**config.mk**
```make
export PLATFORM = sky130hd
export DESIGN_NAME = rxd_claim_dispatch
export DESIGN_NICKNAME = d
export VERILOG_FILES = /design/src/rtl/rxd_pkg.sv /design/src/rtl/rxd_window_match.sv /design/src/rtl/rxd_beat_tracker.sv /design/src/rtl/rxd_eoc_handler.sv /design/src/rtl/rxd_claim_dispatch.sv
export SDC_FILE = /design/constraint.sdc
export NUM_CORES = 1
export LEC_CHECK = 0
export BUFFER_PORTS_ARGS = -buffer_cell sky130_fd_sc_hd__buf_2
export CAP_MARGIN = 25
export CORE_AREA = 2 2 183 185
export DETAILED_ROUTE_END_ITERATION = 8
export DIE_AREA = 0 0 185 187
export PLACE_DENSITY_LB_ADDON = 0.05
export SYNTH_ARGS = -nofsm -noshare
export SYNTH_HDL_FRONTEND = slang
export SYNTH_HIERARCHICAL = 1
export SYNTH_SLANG_ARGS = --single-unit
```
**constraint.sdc**
```tcl
create_clock -name clk -period 3.9 [get_ports clk]
set_clock_uncertainty 0.15 [all_clocks]
set_input_delay 0.585 -clock clk [delete_from_list [all_inputs] [get_ports clk]]
set_output_delay 0.585 -clock clk [all_outputs]
set_load 0.02 [all_outputs]
```
**src/rtl/rxd_pkg.sv**
```systemverilog
package rxd_pkg;
    typedef enum logic [1:0] {
        CT_NOP        = 2'b00,
        CT_POSTED     = 2'b01,
        CT_NONPOSTED  = 2'b10,
        CT_RESPONSE   = 2'b11
    } ctype_e;

    typedef enum logic [1:0] {
        RT_DROP = 2'b00,
        RT_PQ   = 2'b01,
        RT_NPQ  = 2'b10,
        RT_RQ   = 2'b11
    } route_e;
endpackage

```
**src/rtl/rxd_window_match.sv**
```systemverilog
module rxd_window_match #(
    parameter int NWIN   = 4,
    parameter int ADDR_W = 40
) (
    input  logic [ADDR_W-1:0]      addr,
    input  logic [NWIN*ADDR_W-1:0] bar_base,
    input  logic [NWIN*ADDR_W-1:0] bar_mask,
    input  logic [NWIN-1:0]        bar_en,
    output logic                   hit
);
    logic [NWIN-1:0] win_hit;

    for (genvar i = 0; i < NWIN; i++) begin : g_win
        logic [ADDR_W-1:0] msk;
        assign msk        = bar_mask[i*ADDR_W +: ADDR_W];
        assign win_hit[i] = bar_en[i] &&
                            ((addr & msk) == (bar_base[i*ADDR_W +: ADDR_W] & msk));
    end

    assign hit = |win_hit;
endmodule

```
**src/rtl/rxd_beat_tracker.sv**
```systemverilog
module rxd_beat_tracker
    import rxd_pkg::*;
#(
    parameter int LEN_W = 4
) (
    input  logic             clk,
    input  logic             rst_n,
    input  logic             cmd_load,
    input  logic [LEN_W-1:0] load_len,
    input  route_e           load_route,
    input  logic             data_beat,
    output logic             active,
    output route_e           cur_route
);
    typedef struct packed {
        logic [LEN_W-1:0] rem;
        route_e           route;
    } trk_t;

    trk_t st_d, st_q;

    always_comb begin
        st_d = st_q;
        if (cmd_load) begin
            st_d.rem   = load_len;
            st_d.route = load_route;
        end else if (data_beat && st_q.rem != '0) begin
            st_d.rem = st_q.rem - LEN_W'(1);
        end
    end

    always_ff @(posedge clk) begin
        if (!rst_n) begin
            st_q <= '{rem: '0, route: RT_DROP};
        end else begin
            st_q <= st_d;
        end
    end

    assign active    = (st_q.rem != '0);
    assign cur_route = st_q.route;

    AST_COUNT_DOWN: assert property (@(posedge clk) disable iff (!rst_n)
        (data_beat && !cmd_load && st_q.rem != '0) |=> (st_q.rem == $past(st_q.rem) - LEN_W'(1))) else $error("count");
    AST_ROUTE_HELD: assert property (@(posedge clk) disable iff (!rst_n)
        (!cmd_load) |=> $stable(st_q.route)) else $error("route");
    AST_LOAD_LEN: assert property (@(posedge clk) disable iff (!rst_n)
        cmd_load |=> (st_q.rem == $past(load_len))) else $error("load");
endmodule

```
**src/rtl/rxd_eoc_handler.sv**
```systemverilog
module rxd_eoc_handler #(
    parameter int UID_W = 5,
    parameter int TAG_W = 5
) (
    input  logic             clk,
    input  logic             rst_n,
    input  logic             err_evt,
    input  logic             err_clr,
    input  logic             nxa_evt,
    input  logic [UID_W-1:0] req_uid,
    input  logic [TAG_W-1:0] req_tag,
    output logic             err_pulse,
    output logic             err_sticky,
    output logic             nxa_valid,
    output logic [UID_W-1:0] nxa_uid,
    output logic [TAG_W-1:0] nxa_tag
);
    typedef struct packed {
        logic             pulse;
        logic             sticky;
        logic             nxa;
        logic [UID_W-1:0] uid;
        logic [TAG_W-1:0] tag;
    } eoc_t;

    eoc_t st_d, st_q;

    always_comb begin
        st_d       = st_q;
        st_d.pulse = err_evt;
        st_d.nxa   = nxa_evt;
        if (err_evt) begin
            st_d.sticky = 1'b1;
        end else if (err_clr) begin
            st_d.sticky = 1'b0;
        end
        if (nxa_evt) begin
            st_d.uid = req_uid;
            st_d.tag = req_tag;
        end
    end

    always_ff @(posedge clk) begin
        if (!rst_n) begin
            st_q <= '0;
        end else begin
            st_q <= st_d;
        end
    end

    assign err_pulse  = st_q.pulse;
    assign err_sticky = st_q.sticky;
    assign nxa_valid  = st_q.nxa;
    assign nxa_uid    = st_q.uid;
    assign nxa_tag    = st_q.tag;

    AST_PULSE_STICKY: assert property (@(posedge clk) disable iff (!rst_n)
        st_q.pulse |-> st_q.sticky) else $error("sticky");
    AST_STICKY_HOLD: assert property (@(posedge clk) disable iff (!rst_n)
        (st_q.sticky && !err_clr) |=> st_q.sticky) else $error("hold");
    AST_NXA_COPY: assert property (@(posedge clk) disable iff (!rst_n)
        nxa_evt |=> (st_q.nxa && st_q.tag == $past(req_tag) && st_q.uid == $past(req_uid))) else $error("nxa");
endmodule

```
**src/rtl/rxd_claim_dispatch.sv**
```systemverilog
module rxd_claim_dispatch
    import rxd_pkg::*;
#(
    parameter int NWIN   = 4,
    parameter int ADDR_W = 40,
    parameter int UID_W  = 5,
    parameter int TAG_W  = 5,
    parameter int LEN_W  = 4,
    parameter int DATA_W = 32
) (
    input  logic                   clk,
    input  logic                   rst_n,
    input  logic [NWIN*ADDR_W-1:0] bar_base,
    input  logic [NWIN*ADDR_W-1:0] bar_mask,
    input  logic [NWIN-1:0]        bar_en,
    input  logic [UID_W-1:0]       local_uid,
    input  logic                   err_clr,
    input  logic                   in_valid,
    input  logic                   in_is_cmd,
    input  logic [1:0]             in_ctype,
    input  logic [ADDR_W-1:0]      in_addr,
    input  logic [UID_W-1:0]       in_uid,
    input  logic [TAG_W-1:0]       in_tag,
    input  logic [LEN_W-1:0]       in_dlen,
    input  logic [DATA_W-1:0]      in_data,
    output logic                   pq_wr,
    output logic                   npq_wr,
    output logic                   rq_wr,
    output logic                   q_is_cmd,
    output logic [DATA_W-1:0]      q_word,
    output logic                   err_pulse,
    output logic                   err_sticky,
    output logic                   nxa_valid,
    output logic [UID_W-1:0]       nxa_uid,
    output logic [TAG_W-1:0]       nxa_tag
);
    typedef struct packed {
        logic              pq;
        logic              npq;
        logic              rq;
        logic              is_cmd;
        logic [DATA_W-1:0] word;
    } qout_t;

    qout_t   out_d, out_q;
    ctype_e  ctype;
    logic    win_hit;
    logic    cmd_beat;
    logic    data_beat;
    logic    trk_active;
    route_e  trk_route;
    route_e  cmd_route;
    route_e  beat_route;
    logic    err_evt;
    logic    nxa_evt;

    rxd_window_match #(.NWIN(NWIN), .ADDR_W(ADDR_W)) u_win (
        .addr     (in_addr),
        .bar_base (bar_base),
        .bar_mask (bar_mask),
        .bar_en   (bar_en),
        .hit      (win_hit)
    );

    always_comb begin
        ctype     = ctype_e'(in_ctype);
        cmd_beat  = in_valid && in_is_cmd && (ctype != CT_NOP);
        data_beat = in_valid && !in_is_cmd;
        cmd_route = RT_DROP;
        unique case (ctype)
            CT_POSTED:    if (win_hit) cmd_route = RT_PQ;
            CT_NONPOSTED: if (win_hit) cmd_route = RT_NPQ;
            CT_RESPONSE:  if (in_uid == local_uid) cmd_route = RT_RQ;
            default:      cmd_route = RT_DROP;
        endcase
        if (cmd_beat) begin
            beat_route = cmd_route;
        end else if (data_beat && trk_active) begin
            beat_route = trk_route;
        end else begin
            beat_route = RT_DROP;
        end
        err_evt = cmd_beat && (cmd_route == RT_DROP) &&
                  (ctype == CT_POSTED || ctype == CT_RESPONSE);
        nxa_evt = cmd_beat && (cmd_route == RT_DROP) && (ctype == CT_NONPOSTED);
    end

    rxd_beat_tracker #(.LEN_W(LEN_W)) u_trk (
        .clk        (clk),
        .rst_n      (rst_n),
        .cmd_load   (cmd_beat),
        .load_len   (in_dlen),
        .load_route (cmd_route),
        .data_beat  (data_beat),
        .active     (trk_active),
        .cur_route  (trk_route)
    );

    always_comb begin
        out_d        = out_q;
        out_d.pq     = (beat_route == RT_PQ);
        out_d.npq    = (beat_route == RT_NPQ);
        out_d.rq     = (beat_route == RT_RQ);
        out_d.is_cmd = in_is_cmd;
        if (beat_route != RT_DROP) begin
            out_d.word = in_data;
        end
    end

    always_ff @(posedge clk) begin
        if (!rst_n) begin
            out_q <= '0;
        end else begin
            out_q <= out_d;
        end
    end

    assign pq_wr    = out_q.pq;
    assign npq_wr   = out_q.npq;
    assign rq_wr    = out_q.rq;
    assign q_is_cmd = out_q.is_cmd;
    assign q_word   = out_q.word;

    rxd_eoc_handler #(.UID_W(UID_W), .TAG_W(TAG_W)) u_eoc (
        .clk        (clk),
        .rst_n      (rst_n),
        .err_evt    (err_evt),
        .err_clr    (err_clr),
        .nxa_evt    (nxa_evt),
        .req_uid    (in_uid),
        .req_tag    (in_tag),
        .err_pulse  (err_pulse),
        .err_sticky (err_sticky),
        .nxa_valid  (nxa_valid),
        .nxa_uid    (nxa_uid),
        .nxa_tag    (nxa_tag)
    );

    AST_ONE_QUEUE: assert property (@(posedge clk) disable iff (!rst_n)
        $onehot0({pq_wr, npq_wr, rq_wr})) else $error("onehot");
    AST_NXA_NO_WRITE: assert property (@(posedge clk) disable iff (!rst_n)
        nxa_valid |-> !(pq_wr || npq_wr || rq_wr || err_pulse)) else $error("nxa write");
    AST_ERR_NO_WRITE: assert property (@(posedge clk) disable iff (!rst_n)
        err_pulse |-> !(pq_wr || npq_wr || rq_wr)) else $error("err write");
    AST_STRAY_DROP: assert property (@(posedge clk) disable iff (!rst_n)
        (data_beat && !trk_active) |=> !(pq_wr || npq_wr || rq_wr)) else $error("stray");
endmodule

```
==> results by group <==
Clock network
  • Post-CTS Setup Inserts: 0
  • Maximum root-to-sink buffer count: 2
  • Clock sink count: 55
  • CTS root buffer: clkbuf_16
  • TritonCTS buffer count: 5
  • Hold_buf cts: 0
  • Resize count post-CTS: 0
  • CTS tree: yes
  • Reg clk slew, reported paths: ~80 ps
  • Clk Latency, worst-skew pair: 300 ps
  • CTS H-tree depth: 2

STA
  • Worst-Margin Slew: 748.8 ps
  • Final hold vios: 0
  • Minimum clock period: around 3600 ps
  • Tcrit/Tclk final: between 90% and 100%
  • Fmax: ~280 MHz
  • Unrepaired setup endpoints after global routing: false
  • Slew margin rel.: 50.08%
  • Endpoints failing setup: 0
  • Setup TNS: 0 ps
  • Max-slew violation count: 0
  • Hold Slack: ~300 ps

Floorplanning
  • Die height: between 150 and 200 um
  • Starting Density: about 14%
  • Core Rows: 67
  • Ports: 471
  • DIE WIDTH: 185 um
  • CORE AREA: roughly 33000 um^2
  • Die area: roughly 35000 um^2

Critical path
  • Largest stage delay on the critical path: roughly 650 ps
  • Crit-path cells: buf_2 -> xor2_1 -> a22o_1 -> a221oi_1 -> nand4_1 -> nor4_1 -> or4_1 -> nor2b_1 -> a32o_2 -> o21ai_1 -> o21a_2 -> buf_12 -> mux2i_1
  • CP Class: in2reg
  • Worst r2r path cells: 9
  • CP max-delay cell: or4_1
  • R2R Setup Slk: between 1000 and 1500 ps
  • Crit-path max FO: 32
  • Worst Path Arrival: roughly 3700 ps
  • Endpoint type of the worst setup path: flop
  • Nature of the critical path startpoint: primary input
  • Worst Path Required: between 3000 and 4000 ps

Power and ir drop
  • Leakage: roughly 4 nW
  • VDD IR-drop max: 0.1603 mV
  • Total Power: around 0.0018 W
  • Pwr/cell area: roughly 230 nW/um^2

Drt
  • TritonRoute pass-1 iters: 4
  • ANT nets after route: 0
  • Total wire length: 32.71 mm
  • Iter 0 DRT Violations: roughly 220
  • Drt drc: 0
  • Via/cell ratio: 3.941
  • Routed vias: between 5000 and 6000
  • Drt wl/cell: 22.62 um

Synth
  • Sequential share of the synthesized area: about a quarter
  • Synthesized Nets: roughly 940
  • Largest family of logic cells by synthesized area: XOR/XNOR gates
  • Yosys warnings: 6
  • Synth Area in Compound Gates: 15.91%
  • Synth Register Bits: 55
  • Post-synth cell types: 42
  • EDFF count, synth: 0
  • Mapped Area: about 4600 um^2
  • Async S/R FF share, synth: 0%
  • Fraction of the mapped netlist area in simple logic gates: between 10% and 20%
  • Post-synthesis adder-cell area fraction: less than 1%
  • Synth Flop Type: dfxtp_1
  • Multiplexer share of the synthesized area: 9.709%
  • Mean Syn Cell Area: about 9.0 um^2
  • Synth Area in XOR/XNOR: around 31%
  • Synth Instances: approximately 520

GRT
  • First-pass GRT wire length: 44.78 mm
  • Vias in the first global route: around 6000
  • Grt total ovfl: 0
  • Met1 Usage GRT: around 22%
  • Largest net degree at the start of global routing: 75
  • Initial antenna violation count: 19
  • Busiest metal layer after global routing: met2
  • GR Layer Usage met2: a little under a third
  • Total GRT Usage: between 10% and 20%
  • Met3 usage: between 6 and 7%

Place
  • Port bufs: 470
  • Area post-placement: 7455 um^2
  • Dpl hpwl: approximately 30 mm
  • Placer Congestion: between 0.8 and 0.9

Layout
  • Fill count: ~3800
  • Layout cells sized above 1: around half
  • FF/Latch Area: approximately 1100 um^2
  • Final net count: around 1400
  • Final Cell Area: between 7000 and 8000 um^2
  • Area Growth Syn to Fin: 64.94%
  • Multi-input logic area: around 3300 um^2

Outcome
  • Status: finished, final reports clean

Run
  • Maximum capacitance violations: 0

Worst hold path
  • Hold path depth: 2
  • HP Class: reg2reg
-- flip-flops by register name, indices dropped and copies added (netlist names), 2 cells and up --
name / cells
u_trk/st_q: 4
q_word: 32
u_eoc/nxa_uid: 5
u_eoc/nxa_tag: 5
u_trk/cur_route: 2
-- cell usage in the layout, fill, tap and decap left out, drive strengths merged --
cell and count:
a222oi 4, a32o 2, a2111o 2, o21a 2
nand2 77, or4 1, a221oi 24, a21oi 1
or3b 1, o22ai 1, xor2 164, buf 480
and2 4, dfxtp 55, o21ai 2, inv 7
nand3 8, nor4b 2, ha 1, nand4 15
nor2b 15, mux2i 45, clkbuf 6, nor3b 1
nor2 7, diode 12, a22oi 24, a22o 24
nand4b 1, o211ai 1, nor4 5, and4 1
xnor2 1, a311oi 1, bufinv 1
-- synthesized netlist by cell type (3+ instances only) --
| library cell | number | share of area [%] |
|---|---|---|
| xor2_1 | 164 | 31 |
| nor4_1 | 4 | 0.54 |
| nor2b_1 | 15 | 2.0 |
| a222oi_1 | 4 | 0.86 |
| buf_6 | 4 | 0.97 |
| mux2i_1 | 45 | 9.7 |
| a22o_1 | 24 | 4.5 |
| nor2_1 | 7 | 0.57 |
| buf_12 | 3 | 1.3 |
| dfxtp_1 | 55 | 24 |
| nand2_1 | 77 | 6.2 |
| nand4_1 | 13 | 1.8 |
| nand3_1 | 8 | 0.86 |
| and2_1 | 3 | 0.40 |
| dlygate4sd3_1 | 4 | 0.86 |
| a221oi_1 | 24 | 4.5 |
| inv_1 | 6 | 0.49 |
| a22oi_1 | 24 | 3.9 |
-- worst max-delay path: cells and delay by family --
family / cells / cell delay [ps]
AO/OA/AOI/OAI: 5 / 820
buffers and inverters: 2 / 390
AND/OR/NAND/NOR: 4 / 1180
multiplexers: 1 / 220
XOR/XNOR: 1 / 410
-- final timing paths --
path	start	endpoint
worst min register to register	q_word[28]	q_word[28]
worst max register to register	u_trk/st_q[2]	q_word[0]
worst min-delay path	q_word[28]	q_word[28]
worst max-delay path	in_addr[11]	q_word[0]
-- per-stage QoR --
step / cells / worst slack [ps] / utilization (%)
2_1_floorplan: 516 / 974.8 / -
3_3_place_gp: 1426 / 18.65 / 22.69
3_5_place_dp: 1426 / 0.9426 / 22.69
4_1_cts: 1434 / 308.7 / 23.20
5_1_grt: 1444 / 98.05 / 23.27
6_report: 1446 / 325.4 / 23.29
-- final cells by class --
class	count	area share (%)
inverters	6	0.2943
well taps	448	7.325
multi-input cells	437	43.53
clock inverters	2	0.5069
clock buffers	6	1.684
flip-flops and latches	55	14.39
repair buffers	480	31.88
diodes	12	0.3924
-- per-layer routing --
layer / vias to the layer above / routed length [um] / share of wire (%)
met5: - / 63 / 0.19
met4: 10 / 699 / 2.1
met3: 36 / 2967 / 9.1
met2: 277 / 15630 / 48
met1: 2572 / 13350 / 41
li1: 2803 / - / -
-- cells by family (layout without fill, tap and decap cells) --
logic type	Yosys count	count (layout)
DFF	55	55
muxes	45	45
other	0	12
xor gates and xnor gates	165	165
adders and majority gates	1	1
and+or+nand+nor	138	138
buffers and inverters	24	494
AOI/OAI and AO/OA	88	88
-- report_power, final --
group | leakage, nW | internal (W) | switching (W) | total [W]
clock | 0.0815 | 0.000307 | 0.000227 | 0.000533
sequential | 0.444 | 0.000569 | 0.00000460 | 0.000573
combinational | 3.53 | 0.000310 | 0.000335 | 0.000645
total | 4.05 | 0.00119 | 0.000566 | 0.00175
No activity file was read; power rests on OpenSTA's default activity.
